**config.mk**
```make
export PLATFORM = sky130hd
export DESIGN_NAME = cbuf_ctrl_area
export DESIGN_NICKNAME = d
export VERILOG_FILES = /design/src/rtl/cbuf_pkg.sv /design/src/rtl/cbuf_host_regs.sv /design/src/rtl/cbuf_seq_fsm.sv /design/src/rtl/cbuf_tmo.sv /design/src/rtl/cbuf_ctrl_area.sv
export SDC_FILE = /design/constraint.sdc
export NUM_CORES = 1
export LEC_CHECK = 0
export ABC_AREA = 1
export BUFFER_PORTS_ARGS = -buffer_cell sky130_fd_sc_hd__clkbuf_2
export CORE_AREA = 2 2 79 81
export DETAILED_ROUTE_END_ITERATION = 6
export DIE_AREA = 0 0 81 83
export SYNTH_ARGS = -nofsm -noshare
export SYNTH_HDL_FRONTEND = slang
export SYNTH_HIERARCHICAL = 1
export SYNTH_SLANG_ARGS = --single-unit
export TNS_END_PERCENT = 30
```
**constraint.sdc**
```tcl
create_clock -name clk_i -period 2.1 [get_ports clk_i]
set_input_delay 0.105 -clock clk_i [delete_from_list [all_inputs] [get_ports clk_i]]
set_output_delay 0.105 -clock clk_i [all_outputs]
set_load 0.005 [all_outputs]
```
**src/rtl/cbuf_pkg.sv**
```systemverilog
package cbuf_pkg;
  typedef enum logic [1:0] {
    ST_IDLE  = 2'd0,
    ST_READY = 2'd1,
    ST_EXEC  = 2'd2,
    ST_DONE  = 2'd3
  } cbuf_state_e;

  typedef enum logic [1:0] {
    SEL_REQ    = 2'd0,
    SEL_START  = 2'd1,
    SEL_CANCEL = 2'd2,
    SEL_NONE   = 2'd3
  } cbuf_sel_e;

  localparam int REQ_W    = 2;
  localparam int REQ_RDY  = 0;
  localparam int REQ_IDLE = 1;
endpackage

```
**src/rtl/cbuf_host_regs.sv**
```systemverilog
module cbuf_host_regs
  import cbuf_pkg::*;
(
  input  logic             clk_i,
  input  logic             rst_ni,
  input  logic             wr_en_i,
  input  logic [1:0]       wr_sel_i,
  input  logic [REQ_W-1:0] wr_data_i,
  input  cbuf_state_e      state_i,
  input  logic             ack_rdy_i,
  input  logic             ack_idle_i,
  input  logic             start_clr_i,
  output logic [REQ_W-1:0] req_o,
  output logic             start_o,
  output logic             cancel_o
);
  logic [REQ_W-1:0] req_q, req_set, req_ack;
  logic             start_q, cancel_q, start_wr;

  always_comb begin
    req_set          = '0;
    req_ack          = '0;
    req_ack[REQ_RDY]  = ack_rdy_i;
    req_ack[REQ_IDLE] = ack_idle_i;
    if (wr_en_i && wr_sel_i == SEL_REQ) req_set = wr_data_i;
  end

  assign start_wr = wr_en_i && (wr_sel_i == SEL_START) && wr_data_i[0];

  always_ff @(posedge clk_i or negedge rst_ni) begin
    if (!rst_ni) begin
      req_q    <= '0;
      start_q  <= 1'b0;
      cancel_q <= 1'b0;
    end else begin
      // a fresh set wins over the acknowledge of the same edge
      req_q <= (req_q & ~req_ack) | req_set;
      if (start_clr_i)                        start_q <= 1'b0;
      else if (start_wr && state_i == ST_READY) start_q <= 1'b1;
      if (wr_en_i && wr_sel_i == SEL_CANCEL) cancel_q <= wr_data_i[0];
    end
  end

  assign req_o    = req_q;
  assign start_o  = start_q;
  assign cancel_o = cancel_q;

  assert_idle_held_R7: assert property (@(posedge clk_i) disable iff (!rst_ni)
    (state_i == ST_EXEC && req_q[REQ_IDLE]) |=> req_q[REQ_IDLE]);
  assert_start_ignored_R5: assert property (@(posedge clk_i) disable iff (!rst_ni)
    (start_wr && state_i != ST_READY && !start_q) |=> !start_q);
  assert_cancel_stored_R8: assert property (@(posedge clk_i) disable iff (!rst_ni)
    (wr_en_i && wr_sel_i == SEL_CANCEL) |=> (cancel_q == $past(wr_data_i[0])));
endmodule

```
**src/rtl/cbuf_seq_fsm.sv**
```systemverilog
module cbuf_seq_fsm
  import cbuf_pkg::*;
(
  input  logic             clk_i,
  input  logic             rst_ni,
  input  logic [REQ_W-1:0] req_i,
  input  logic             start_i,
  input  logic             cancel_i,
  input  logic             wake_ack_i,
  input  logic             done_i,
  output cbuf_state_e      state_o,
  output logic             ack_rdy_o,
  output logic             ack_idle_o,
  output logic             start_clr_o
);
  cbuf_state_e st_q, st_d;

  always_comb begin
    st_d        = st_q;
    ack_rdy_o   = 1'b0;
    ack_idle_o  = 1'b0;
    start_clr_o = 1'b0;
    unique case (st_q)
      ST_IDLE: begin
        ack_idle_o = req_i[REQ_IDLE];
        if (req_i[REQ_RDY] && wake_ack_i) begin
          st_d      = ST_READY;
          ack_rdy_o = 1'b1;
        end
      end
      ST_READY: begin
        if (start_i) st_d = ST_EXEC;
        else if (req_i[REQ_IDLE]) begin
          st_d       = ST_IDLE;
          ack_idle_o = 1'b1;
        end else ack_rdy_o = req_i[REQ_RDY];
      end
      ST_EXEC: begin
        if (done_i || cancel_i) begin
          st_d        = ST_DONE;
          start_clr_o = 1'b1;
        end
      end
      ST_DONE: begin
        if (req_i[REQ_IDLE]) begin
          st_d       = ST_IDLE;
          ack_idle_o = 1'b1;
        end else if (req_i[REQ_RDY]) begin
          st_d      = ST_READY;
          ack_rdy_o = 1'b1;
        end
      end
      default: st_d = ST_IDLE;
    endcase
  end

  always_ff @(posedge clk_i or negedge rst_ni) begin
    if (!rst_ni) st_q <= ST_IDLE;
    else         st_q <= st_d;
  end

  assign state_o = st_q;

  assert_exec_entry_R4: assert property (@(posedge clk_i) disable iff (!rst_ni)
    (st_q != ST_READY && st_q != ST_EXEC) |=> st_q != ST_EXEC);
  assert_ready_ack_R2: assert property (@(posedge clk_i) disable iff (!rst_ni)
    (st_q == ST_IDLE && req_i[REQ_RDY] && wake_ack_i) |=> st_q == ST_READY);
  assert_finish_R6: assert property (@(posedge clk_i) disable iff (!rst_ni)
    (st_q == ST_EXEC && (done_i || cancel_i)) |=> st_q == ST_DONE);
  assert_go_idle_R3: assert property (@(posedge clk_i) disable iff (!rst_ni)
    (st_q == ST_DONE && req_i[REQ_IDLE]) |=> st_q == ST_IDLE);
endmodule

```
**src/rtl/cbuf_tmo.sv**
```systemverilog
module cbuf_tmo #(
  parameter int TIMEOUT_CYC = 20_000_000
) (
  input  logic clk_i,
  input  logic rst_ni,
  input  logic pend_i,
  output logic fatal_o
);
  localparam int CNT_W = $clog2(TIMEOUT_CYC + 1);
  localparam logic [CNT_W-1:0] LIMIT = CNT_W'(TIMEOUT_CYC - 1);

  logic [CNT_W-1:0] cnt_q;
  logic             fatal_q;

  always_ff @(posedge clk_i or negedge rst_ni) begin
    if (!rst_ni) begin
      cnt_q   <= '0;
      fatal_q <= 1'b0;
    end else begin
      if (!pend_i)             cnt_q <= '0;
      else if (cnt_q != LIMIT) cnt_q <= cnt_q + 1'b1;
      if (pend_i && cnt_q == LIMIT) fatal_q <= 1'b1;
    end
  end

  assign fatal_o = fatal_q;

  initial assert (TIMEOUT_CYC >= 2);
  assert_fatal_sticky_R11: assert property (@(posedge clk_i) disable iff (!rst_ni)
    fatal_q |=> fatal_q);
  assert_quiet_no_fatal_R10: assert property (@(posedge clk_i) disable iff (!rst_ni)
    (!pend_i && !fatal_q) |=> !fatal_q);
endmodule

```
**src/rtl/cbuf_ctrl_area.sv**
```systemverilog
module cbuf_ctrl_area
  import cbuf_pkg::*;
#(
  parameter int TIMEOUT_CYC = 20_000_000
) (
  input  logic       clk_i,
  input  logic       rst_ni,
  input  logic       wr_en_i,
  input  logic [1:0] wr_sel_i,
  input  logic [1:0] wr_data_i,
  input  logic       wake_ack_i,
  input  logic       done_i,
  output logic [1:0] req_o,
  output logic [1:0] sts_o,
  output logic       start_o,
  output logic       cancel_o,
  output logic [1:0] state_o,
  output logic       exec_o,
  output logic       abort_o
);
  cbuf_state_e      state;
  logic [REQ_W-1:0] req;
  logic             start, cancel, ack_rdy, ack_idle, start_clr, fatal, pend;

  cbuf_host_regs u_regs (
    .clk_i, .rst_ni, .wr_en_i, .wr_sel_i, .wr_data_i,
    .state_i(state), .ack_rdy_i(ack_rdy), .ack_idle_i(ack_idle),
    .start_clr_i(start_clr), .req_o(req), .start_o(start), .cancel_o(cancel)
  );

  cbuf_seq_fsm u_fsm (
    .clk_i, .rst_ni, .req_i(req), .start_i(start), .cancel_i(cancel),
    .wake_ack_i, .done_i, .state_o(state), .ack_rdy_o(ack_rdy),
    .ack_idle_o(ack_idle), .start_clr_o(start_clr)
  );

  // requests parked during execution are exempt from the limit
  assign pend = (|req) && (state != ST_EXEC);

  cbuf_tmo #(.TIMEOUT_CYC(TIMEOUT_CYC)) u_tmo (
    .clk_i, .rst_ni, .pend_i(pend), .fatal_o(fatal)
  );

  assign req_o    = req;
  assign sts_o    = {state == ST_IDLE, fatal};
  assign start_o  = start;
  assign cancel_o = cancel;
  assign state_o  = state;
  assign exec_o   = (state == ST_EXEC);
  assign abort_o  = (state == ST_EXEC) && cancel;

  assert_start_drop_R6: assert property (@(posedge clk_i) disable iff (!rst_ni)
    (exec_o && (done_i || cancel)) |=> !start_o);
  assert_abort_R9: assert property (@(posedge clk_i) disable iff (!rst_ni)
    abort_o |=> (state_o == ST_DONE));
endmodule

```
# Yosys cells after proc, flatten, opt, wreduce, memory -nomap -nowiden
# Index checks and enable logic that the tools add are counted.
# Widths: inputs -> output; s select.
dict set report word_totals {
  wordCells 61
  latchBits 0
  memories 0
  output_inout_bits 10
  ram_bits 0
  reg_bits 32
  rom_bits 0
}
dict set report op_classes {
  n_mux 23
  bitwise_logic 3
  n_mul 0
  reduce_logical 15
  order_cmp 0
  shifts 0
  eq_ne 13
  addsub 1
  n_div 0
}
# operator n
set op_table {}
lappend op_table {{$mux 25} 2}
lappend op_table {{$add 25x1->25 const B} 1}
lappend op_table {{$eq 25x25->1 const B} 1}
lappend op_table {{$ne 25x25->1 const B} 1}
lappend op_table {{$mux 2} 7}
lappend op_table {{$mux 1} 11}
lappend op_table {{$logic_and 1x1->1} 9}
lappend op_table {{$pmux 2 s4} 1}
lappend op_table {{$eq 2x2->1 const B} 3}
lappend op_table {{$ne 3x3->1 const B} 2}
lappend op_table {{$pmux 1 s3} 2}
lappend op_table {{$eq 2x1->1 const B} 2}
lappend op_table {{$logic_not 2->1} 2}
lappend op_table {{$ne 2x1->1 const B} 2}
lappend op_table {{$ne 2x2->1 const B} 2}
lappend op_table {{$reduce_and 4->1} 1}
lappend op_table {{$and 2x2->2} 1}
lappend op_table {{$not 2->2} 1}
lappend op_table {{$or 2x2->2} 1}
lappend op_table {{$reduce_bool 2->1} 1}
lappend op_table {{$reduce_or 2->1} 1}
lappend op_table {{$logic_or 1x1->1} 1}

# Longest topological paths before layout
dict set report logic_depth {
  ltp_word 6
  depth_mapped 9
  mapped_depth_nobuf 9
}

# Modules after synthesis
# Netlist, hierarchy kept.
# module area_per_inst_um2 seq_area_each_um2 n_inst cells_each
set by_module_without_submodules {}
lappend by_module_without_submodules {cbuf_tmo 1627.8 650.6 1 242}
lappend by_module_without_submodules {cbuf_seq_fsm 290.3 50.0 1 45}
lappend by_module_without_submodules {cbuf_host_regs 195.2 100.1 1 23}
lappend by_module_without_submodules {cbuf_ctrl_area 43.8 0.0 1 10}

# Worst setup path before layout
# OpenSTA, ideal clock, no wires.
dict set report synth_timing {
  path_type {register to register}
  from {register u_fsm.st_q[0], in the netlist u_fsm/state_o[0]}
  to {register u_tmo.cnt_q[13]}
  t_arrival_ps 1349
  synth_period_minus_slack_ps 1421
  path_stages_with_launch 6
  path_slack_ps 679
  path_buffers 1
  setup_time_ps 72
  required_time_ps 2028
  path_cell_list {dfrtp_1 > nor2_2 > nor2_1 > inv_1 > clkbuf_1 > nor2_1}
}
dict set report synth_between {
  elab_chain_len 3
  word_cells_on_any_way 4
  classes_between {2 x eq/ne; 1 x mux; 1 x reduce/logical}
}
# item line_no
set synth_rtl {}
lappend synth_rtl {{start: declaration} cbuf_seq_fsm.sv:16} ;# cbuf_state_e st_q, st_d;
lappend synth_rtl {{start signal: assignment} cbuf_seq_fsm.sv:59} ;# else st_q <= st_d;
lappend synth_rtl {{$ne 2x2->1 (*)} cbuf_ctrl_area.sv:38} ;# assign pend = (|req) && (state != ST_EXEC);
lappend synth_rtl {{$logic_and 1x1->1 (*)} cbuf_ctrl_area.sv:38}
lappend synth_rtl {{via pend} cbuf_ctrl_area.sv:23} ;# logic start, cancel, ack_rdy, ack_idle, start_clr, fatal, pend;
lappend synth_rtl {{$ne 2x2->1 (no source line) / $mux 25 (equally long branches)} n/a}
lappend synth_rtl {{end signal: assignment} cbuf_tmo.sv:21} ;# else if (cnt_q != LIMIT) cnt_q <= cnt_q + 1'b1;
lappend synth_rtl {{end: declaration} cbuf_tmo.sv:12} ;# logic [CNT_W-1:0] cnt_q;
# The timed path passes the listed nets; every way through them passes the cells marked *.
# A chain may end at the register's enable or synchronous reset.

# Final worst setup path
dict set report layout_timing {
  from {register u_tmo.cnt_q[0]}
  to {register u_tmo.cnt_q[8]}
}
dict set report layout_between {
  elab_chain_len 3
  word_cells_on_any_way 5
  classes_between {1 x add/sub; 2 x eq/ne; 2 x mux}
}
# item line_no
set layout_rtl {}
lappend layout_rtl {{$add 25x1->25} cbuf_tmo.sv:21}
lappend layout_rtl {{$mux 25} cbuf_tmo.sv:21}
lappend layout_rtl {{$mux 25} cbuf_tmo.sv:20} ;# if (!pend_i) cnt_q <= '0;
# Several ways; a longest one is shown, not always the timed one. The select of a mux whose other input is x is not followed.

==> metrics.txt <==
Die Width 81 um; leakage power between 1 and 1.5 nW; drt via density 4.63; fill cell count between 600 and 700; status complete, no violations; Resize count post-CTS 0; Final TNS setup 0 ns; final worst path period share 74.4%; Post-CTS Setup Repair Bufs 0; GRT Total Usage ~17%; synth top area cells dfrtp_1 (37%), nand2_1 (19%), nor2_1 (10%); WL/cell ~12 um; CP startpoint kind register; Worst-Margin Slew between 0.7 and 0.8 ns; area post-placement 0.00234 mm^2; vias in the first global route roughly 1900; DRC 0; Synth warnings 6; Hold Vio Cnt, Final 0; most frequent cell after synthesis nand2_1; Slew HR between 40% and 50%; WL final 4.87 mm; maximum vdd drop approximately 0.63 mV; IO Pins 19; largest net degree at the start of global routing 33; Worst Hold Class in2reg; clk sinks 32; TritonCTS Buffers 5; Syn Inst Count 320; Final min period 1.56 ns; Clk Latency, worst-skew pair 0.29 ns; Initial Util 37.1%; RD Place Congestion approximately 0.86; port buffer count 18; Worst Setup SP u_tmo/cnt_q[0]; Setup Skew 0.00178 ns; Max Fclk 640 MHz; antenna violations before repair 0; antenna-violating nets left 0; ys flop type dfrtp_1; # H-tree levels 2; Synth-to-Final Area Change 14.0%; Cell variety after synth 30; post-synth top area share between 30% and 40%; Pre-antenna DRT Iters 4; critical path class reg2reg; Seq/Total Area, Yosys 37.1%; NumNets Final roughly 360; clock slew at reported path FFs 0.07 ns; RR Startpoint u_tmo/cnt_q[0]; layout cell share with drive strength beyond 1 17.1%; TritonCTS clock tree done; Vias between 1500 and 2000; PwrDens between 800 and 900 mW/mm^2; Reg2Reg Setup Slack 0.54 ns; Post-synth top cells nand2_1 (107), nor2_1 (59), inv_1 (38), dfrtp_1 (32), nand3_1 (22); #FFs+latches synth 32; max-cap violation count 0; EDFF count, synth 0; remaining global-route overflow 0; row count 28; Slew Viols, Final 0; cell area after synthesis 0.00216 mm^2; Synth Area per Inst 6.74 um^2; die area between 0.006 and 0.007 mm^2; Core Area 0.00582 mm^2; die height 83 um; syn nets around 330; CTS Hold Bufs 1; Root Buffer clkbuf_8; first-pass GRT wire length 8.72 mm; RSZ-0062 raised after global routing false; Power, Total 2.19 mW; Critical Path Fanout Max 9; DP HPWL 3.74 mm; Worst EP required 2.29 ns; Hold Crit Start wr_data_i[1]; DRT iter0 DRCs 112; crit path DAT 1.75 ns; post-route cell area 0.00246 mm^2; fraction of registers with async set/reset 100%; ant diodes 0; CP Capture Type register; clk buf depth 2; Setup-failing EPs final 0; top cell type by total area after synthesis dfrtp_1
[state kept, by name, indices dropped and copies added (netlist names), named ones only]
register,flops
u_tmo/fatal_o,1
u_regs/start_o,1
u_regs/cancel_o,1
u_regs/req_o,2
u_tmo/cnt_q,25
u_fsm/state_o,1
[stage by stage]
step | util, % | worst slack [ns] | instances | hold WS, ns
4_1_cts | 42.3 | 0.527 | 421 | 0.0477
6_report | 42.3 | 0.538 | 421 | 0.0551
2_1_floorplan | - | 0.679 | 320 | -0.191
5_1_grt | 42.3 | 0.397 | 421 | 0.0614
3_5_place_dp | 40.3 | 0.540 | 412 | 0.241
3_3_place_gp | 40.3 | 0.583 | 412 | 0.249
[worst max-delay path, stage by stage (launching register included)]
cell and delay, ns:
dfrtp_1 0.39, ha_1 0.27, inv_2 0.10, nor2_8 0.16
nand2_4 0.08, nor2_4 0.16, nand3_4 0.15, nand2_1 0.10
inv_1 0.04
[cells by family (layout without fill, tap and decap cells)]
| group | count (synthesis) | after routing | synth area share [%] |
|---|---|---|---|
| AOI/OAI and AO/OA | 13 | 13 | 3.77 |
| xor gates and xnor gates | 6 | 6 | 2.44 |
| adders and majority gates | 5 | 5 | 2.90 |
| buffers and inverters | 45 | 71 | 8.00 |
| DFF | 32 | 32 | 37.1 |
| and+or+nand+nor | 219 | 219 | 45.8 |
[path summary, 6_finish.rpt]
kind,end,cells past startpoint
max in group asynchronous,u_tmo/fatal_o,2
min in group asynchronous,u_tmo/cnt_q[13],2
max,u_tmo/cnt_q[8],8
min reg2reg,u_tmo/fatal_o,2
min,u_regs/req_o[1],3
max reg2reg,u_tmo/cnt_q[8],8
[report_power, final]
group	internal (mW)	total, mW	switching, mW
Sequential	0.688	0.814	0.125
Clock	0.352	0.591	0.239
Combinational	0.293	0.782	0.489
Total	1.33	2.19	0.854
[placed cells by master, fill, tap and decap left out]
master	count
nand2_1	107
nor2_1	59
inv_1	38
dfrtp_1	32
nand3_1	22
clkbuf_2	18
nor2_2	6
nand2_2	6
o21ai_0	6
clkbuf_8	5
ha_1	5
inv_2	4
nor2_4	4
or2_2	4
nand3_2	3
xor2_1	3
xnor2_1	3
nand4_1	2
nor3_1	2
buf_4	2
clkbuf_1	1
bufinv_16	1
clkinv_2	1
dlygate4sd3_1	1
a211oi_1	1
a31oi_1	1
o211ai_1	1
a21oi_2	1
a21oi_1	1
nor2_8	1
nand2_4	1
nand3_4	1
o21ai_2	1
nand3b_1	1
o21bai_1	1
[layer usage]
metal	vias up	wire (um)	global-route usage, %
li1	1023	-	-
met3	4	255	3.37
met2	36	2160	24.5
met5	-	0	0
met4	0	60	6.01
met1	886	2390	23.9
[layout make-up]
cell class / instances / area, um^2 / share of cell area (%)
clock buffers: 6 / 72.6 / 2.95
repair buffers: 21 / 115 / 4.68
inverters: 42 / 158 / 6.41
clock inverters: 2 / 35.0 / 1.42
flip-flops and latches: 32 / 801 / 32.6
multi-input cells: 243 / 1180 / 48.1
well taps: 75 / 93.8 / 3.82
(Power assumes the default switching activity.)
